[src/rtl/rtn_stack_pkg.sv]
package rtn_stack_pkg;
  typedef enum logic [1:0] {
    OP_HOLD = 2'd0,
    OP_PUSH = 2'd1,
    OP_POP  = 2'd2,
    OP_WAKE = 2'd3
  } stk_op_e;
endpackage

[src/rtl/rtn_stack_ptr.sv]
module rtn_stack_ptr
  import rtn_stack_pkg::*;
#(
  parameter int PTR_W = 2
) (
  input  logic             clk_i,
  input  logic             rst_ni,
  input  stk_op_e          op_i,
  output logic [PTR_W-1:0] sp_o,
  output logic [PTR_W-1:0] wr_idx_o
);
  localparam logic [PTR_W-1:0] Top = {PTR_W{1'b1}};
  localparam logic [PTR_W-1:0] One = PTR_W'(1);

  logic [PTR_W-1:0] sp_q;

  assign wr_idx_o = sp_q + One;  // pre-increment target, wraps mod depth
  assign sp_o     = sp_q;

  always_ff @(posedge clk_i or negedge rst_ni) begin
    if (!rst_ni) sp_q <= Top;
    else begin
      unique case (op_i)
        OP_WAKE: sp_q <= Top;
        OP_PUSH: sp_q <= wr_idx_o;
        OP_POP:  sp_q <= sp_q - One;
        default: sp_q <= sp_q;
      endcase
    end
  end
endmodule

[src/rtl/rtn_stack_file.sv]
module rtn_stack_file #(
  parameter int DEPTH = 4,
  parameter int PC_W  = 13,
  parameter int PTR_W = 2
) (
  input  logic             clk_i,
  input  logic             rst_ni,
  input  logic             we_i,
  input  logic [PTR_W-1:0] wr_idx_i,
  input  logic [PC_W-1:0]  wr_pc_i,
  input  logic [PTR_W-1:0] rd_idx_i,
  output logic [PC_W-1:0]  rd_pc_o
);
  logic [PC_W-1:0] slot_q [DEPTH];

  for (genvar g = 0; g < DEPTH; g++) begin : g_slot
    always_ff @(posedge clk_i or negedge rst_ni) begin
      if (!rst_ni) slot_q[g] <= '0;
      else if (we_i && (wr_idx_i == PTR_W'(g))) slot_q[g] <= wr_pc_i;
    end
  end

  assign rd_pc_o = slot_q[rd_idx_i];
endmodule

[src/rtl/rtn_stack_ctx.sv]
module rtn_stack_ctx #(
  parameter int DP_W = 7
) (
  input  logic            clk_i,
  input  logic            rst_ni,
  input  logic            save_i,
  input  logic [DP_W-1:0] dp_i,
  input  logic            carry_i,
  input  logic            skip_i,
  output logic [DP_W-1:0] dp_o,
  output logic            carry_o,
  output logic            skip_o
);
  always_ff @(posedge clk_i or negedge rst_ni) begin
    if (!rst_ni) begin
      dp_o    <= '0;
      carry_o <= 1'b0;
      skip_o  <= 1'b0;
    end else if (save_i) begin
      dp_o    <= dp_i;
      carry_o <= carry_i;
      skip_o  <= skip_i;
    end
  end
endmodule

[src/rtl/rtn_stack.sv]
module rtn_stack
  import rtn_stack_pkg::*;
#(
  parameter int PC_W  = 13,
  parameter int DP_W  = 7,
  parameter int DEPTH = 4,
  localparam int PTR_W = $clog2(DEPTH)
) (
  input  logic             clk_i,
  input  logic             rst_ni,
  input  logic             push_i,
  input  logic             irq_entry_i,
  input  logic             pop_i,
  input  logic             irq_ret_i,
  input  logic             wake_i,
  input  logic [PC_W-1:0]  pc_i,
  input  logic [DP_W-1:0]  dp_i,
  input  logic             carry_i,
  input  logic             skip_i,
  output logic [PC_W-1:0]  ret_pc_o,
  output logic [DP_W-1:0]  dp_o,
  output logic             carry_o,
  output logic             skip_o,
  output logic [PTR_W-1:0] sp_o
);
  stk_op_e          op;
  logic [PTR_W-1:0] wr_idx;

  // wake > push > pop
  always_comb begin
    if (wake_i)                    op = OP_WAKE;
    else if (push_i | irq_entry_i) op = OP_PUSH;
    else if (pop_i | irq_ret_i)    op = OP_POP;
    else                           op = OP_HOLD;
  end

  rtn_stack_ptr #(.PTR_W(PTR_W)) u_ptr (
    .clk_i    (clk_i),
    .rst_ni   (rst_ni),
    .op_i     (op),
    .sp_o     (sp_o),
    .wr_idx_o (wr_idx)
  );

  rtn_stack_file #(.DEPTH(DEPTH), .PC_W(PC_W), .PTR_W(PTR_W)) u_file (
    .clk_i    (clk_i),
    .rst_ni   (rst_ni),
    .we_i     (op == OP_PUSH),
    .wr_idx_i (wr_idx),
    .wr_pc_i  (pc_i),
    .rd_idx_i (sp_o),
    .rd_pc_o  (ret_pc_o)
  );

  rtn_stack_ctx #(.DP_W(DP_W)) u_ctx (
    .clk_i   (clk_i),
    .rst_ni  (rst_ni),
    .save_i  (irq_entry_i && !wake_i),
    .dp_i    (dp_i),
    .carry_i (carry_i),
    .skip_i  (skip_i),
    .dp_o    (dp_o),
    .carry_o (carry_o),
    .skip_o  (skip_o)
  );
endmodule

[config.mk]
export PLATFORM = sky130hd
export DESIGN_NAME = rtn_stack
export DESIGN_NICKNAME = d
export VERILOG_FILES = /design/src/rtl/rtn_stack_pkg.sv /design/src/rtl/rtn_stack_ptr.sv /design/src/rtl/rtn_stack_file.sv /design/src/rtl/rtn_stack_ctx.sv /design/src/rtl/rtn_stack.sv
export SDC_FILE = /design/constraint.sdc
export NUM_CORES = 1
export LEC_CHECK = 0
export ABC_AREA = 1
export BUFFER_PORTS_ARGS = -buffer_cell sky130_fd_sc_hd__buf_2
export CAP_MARGIN = 0
export CORE_MARGIN = 2
export CORE_UTILIZATION = 55
export DETAILED_ROUTE_END_ITERATION = 8
export PLACE_DENSITY_LB_ADDON = 0.1
export SETUP_SLACK_MARGIN = 0.15
export SLEW_MARGIN = 20
export SYNTH_ARGS = -nofsm -noshare
export SYNTH_HDL_FRONTEND = slang
export SYNTH_SLANG_ARGS = --single-unit
export TNS_END_PERCENT = 100
[constraint.sdc]
create_clock -name clk_i -period 2.1 [get_ports clk_i]
set_input_delay 0.42 -clock clk_i [delete_from_list [all_inputs] [get_ports clk_i]]
set_output_delay 0.42 -clock clk_i [all_outputs]
set_load 0.01 [all_outputs]
==> flow_metrics.py <==
metrics = {
    "place": {
        "portBuffers": 52,
        "finalWeightedCongestion": 0.7928,
        "dp_hpwl_microns": 4779,
        "pre_cts_slack_ns": 0.2402,
    },
    "critical_path": {
        "critPathTopFamily": "flip-flops",
        "crit_top_cell": "o21ai_1",
        "cp_max_fo": 7,
        "crit_chain": "buf_12 > clkinvlp_4 > o21ai_1 > o21ai_1 > buf_2",
        "r2r-start": "u_ptr.sp_o[0]",
        "slowest_delay_ns": 0.59,
        "critPathSlowestCell": "dfstp_2",
        "r2r_end": "u_file.slot_q[43]",
        "startpoint_type": "register",
        "worstSetupEndpointType": "primary output",
        "critical_path_required_ns": 1.68,
        "critPathBufInv": 3,
        "r2r_slack_ns": 0.26,
        "reg2reg_depth": 7,
        "crit_type": "reg2out",
        "cp.arrival_ns": 1.68,
    },
    "sta": {
        "clock_skew_ns": 0.006310,
        "finalHoldViolCount": 0,
        "max_freq_mhz": 475.7,
        "setup_violations": 2,
        "worst_pin_slew_ns": 0.3739,
        "finalCritPeriodShare": 1.001,
        "fin_ws_ns": -0.002303,
        "finalCriticalPeriod_ns": 2.102,
        "report.final.slew_viol_count": 0,
        "slew_headroom": 0.7507,
        "rsz0062_at_grt": "true",
        "hold_ws_ns": 0.3054,
    },
    "floorplan": {
        "start_util": 0.5762,
        "die_w_microns": 77.61,
        "core-area_sq_um": 5172,
        "dieArea_sq_um": 6023,
        "fp.dieH_microns": 77.61,
        "rows": 26,
        "ios": 53,
    },
    "min_path": {
        "worstHoldPathCells": 3,
        "min_delay_worst_endpoint": "u_ctx.dp_o[5]",
        "min_path_type": "in2reg",
        "hp-start": "dp_i[5]",
    },
    "routing": {
        "drt-initial-drc-count": 334,
        "vias_per_cell": 5.479,
        "vias": 2849,
        "drc": 0,
        "ant_nets": 0,
        "totalWireLength_microns": 8318,
        "first_pass_iters": 5,
        "wl_per_cell_microns": 16.00,
    },
    "finish": {
        "drive_gt1_frac": 0.2800,
        "fillers": 389,
        "insertedDiodeCount": 0,
        "multiInputGateArea_sq_um": 1353,
        "nNetsFinal": 478,
        "areaGrowthSynthToFinish_pct": 28.42,
        "register_area_sq_um": 1579,
        "final_util": 0.7400,
    },
    "synth": {
        "ys_ff_latch": 63,
        "synthArstFlopShare": 1.000,
        "ys_warn_count": 0,
        "yosysTopAreaCell": "dfrtp_1",
        "synth.distinct_cells": 17,
        "syn_area_sq_um": 2980,
        "synth_flop_cell": "dfrtp_1",
        "synth_nets": 410,
        "synth_cells": 377,
        "yosys-top-cells-area": "dfrtp_1, nand2_1, nand3_1, o21ai_0, nor2_1",
        "synth.most_common_cell": "nand2_1",
        "seq_area_frac_synth": 0.5298,
        "yosys.area.top_type_share": 0.5122,
        "synth_edf_count": 0,
        "synth_top_cells_by_count": "nand2_1, nand3_1, dfrtp_1",
        "avgSynthCellArea_sq_um": 7.905,
    },
    "power_and_ir_drop": {
        "p_int_mw": 2.647,
        "power_density_nw_per_um2": 1037,
        "report.power.total_mw": 3.967,
        "seqPwrFrac": 0.453,
        "p_comb_frac": 0.267,
        "power_switching_share": 0.3329,
        "p_leak_nw": 2.001,
        "clockPowerShare": 0.280,
        "ir_drop_mv": 0.6468,
        "switchingPower_mw": 1.321,
    },
    "outcome": {
        "violations": "setup timing",
        "status": "complete, but fails checks",
    },
    "clock_tree": {
        "cts_buffer_depth": 2,
        "cts_tree": "yes",
        "h-tree-depth": 3,
        "cts.sinks": 63,
        "root_buffer": "clkbuf_8",
        "insertion_delay_ns": 0.34,
        "cts_buffers": 9,
        "clkTransAtPathRegs_ns": 0.07,
    },
    "global_route": {
        "grt_max_degree": 34,
        "grt.total_usage": 0.2999,
        "grt-ovfl-total": 0,
        "grt_pass1_wl_microns": 13800,
        "antenna_found_initial": 0,
        "grt_pass1_vias": 2809,
    },
    "job": {
        "drv_cap": 0,
    },
}
[cell type report]
type	instances	share of cell area
flip-flops and latches	63	0.4126
multi-input cells	285	0.3534
repair buffers	78	0.1458
clock buffers	13	0.04413
well taps	70	0.02288
clock inverters	3	0.01046
inverters	6	0.006865
repair inverters	2	0.003923
[tightest hold or removal path: cells and delay by family]
| family | cells | cell delay [ns] |
|---|---|---|
| simple gates | 2 | 0.12 |
| buf+inv | 1 | 0.07 |
[how the worst max path moves through the flow]
stage	start	endpoint	slack, ns	cells after the start
after CTS	u_ptr.sp_o[0]	ret_pc_o[3]	0.001	5
after detailed placement	u_ptr.sp_o[0]	u_file.slot_q[45]	0.24	5
after global placement	u_ptr.sp_o[0]	u_file.slot_q[42]	0.24	5
final	u_ptr.sp_o[0]	ret_pc_o[11]	-0.002	5
after floorplan	u_ptr.sp_o[0]	ret_pc_o[0]	0.39	4
after global routing	u_ptr.sp_o[0]	ret_pc_o[11]	-0.11	5
[metal layers]
layer	wire, microns	GRT usage	vias up
met5	0	0	-
met4	214	0.1696	0
met3	515	0.05698	22
met2	4062	0.4578	122
met1	3525	0.4019	1343
li1	-	-	1362
[kinds of logic after synthesis]
logic type | after synthesis | synth area share
buffers and inverters | 29 | 0.05080
adders and majority gates | 4 | 0.01679
AOI/OAI and AO/OA | 40 | 0.06717
DFF | 63 | 0.5298
and+or+nand+nor | 241 | 0.3354
[per-stage QoR]
stage          setup TNS, ns  std cells  cell area, sq um
2_1_floorplan              0        377              2980
5_1_grt              -0.5838        520              3827
3_3_place_gp               0        489              3314
4_1_cts                    0        519              3757
3_5_place_dp               0        489              3314
6_report           -0.002946        520              3827
[cell usage in the layout, fill, tap and decap left out]
master / n
nand2_1: 129
nand3_1: 62
dfrtp_1: 61
buf_2: 52
nor2_1: 34
o21ai_1: 25
o21ai_2: 14
buf_4: 14
clkbuf_8: 12
nor2_2: 7
buf_6: 6
nor2_4: 4
inv_1: 4
clkinvlp_4: 3
ha_1: 3
buf_12: 3
nand2_2: 2
nand4_1: 2
clkinv_2: 2
buf_16: 2
dfstp_2: 2
clkinv_1: 1
nand2_4: 1
o21ai_0: 1
ha_2: 1
bufinv_16: 1
clkbuf_1: 1
dlygate4sd3_1: 1
[timing repair]
| item | 4_1_cts | 5_1_grt |
|---|---|---|
| setup buffers | 9 | 1 |
| gates cloned | 4 | 0 |
| resized for setup | 63 | 19 |
| setup endpoints to repair | 13 | 29 |
| endpoints found under the hold margin | 10 | 0 |
| pin swaps | 10 | 5 |
| hold buffers | 1 | 0 |
[sequential cells by signal (all words and copies together), names as in the netlist]
register,cells
u_file.slot_q,52
u_ctx.dp_o,7
u_ptr.sp_o,2
u_ctx.carry_o,1
u_ctx.skip_o,1
[power groups by stage]
stage | Combinational (mW) | Clock (mW) | Sequential, mW
after floorplan | 0.572 | 0 | 1.73
after global placement | 0.855 | 0 | 1.76
after detailed placement | 0.882 | 0 | 1.76
after CTS | 1.01 | 1.12 | 1.77
after global routing | 1.20 | 1.17 | 1.84
final | 1.06 | 1.11 | 1.80
(Power assumes the default switching activity.)
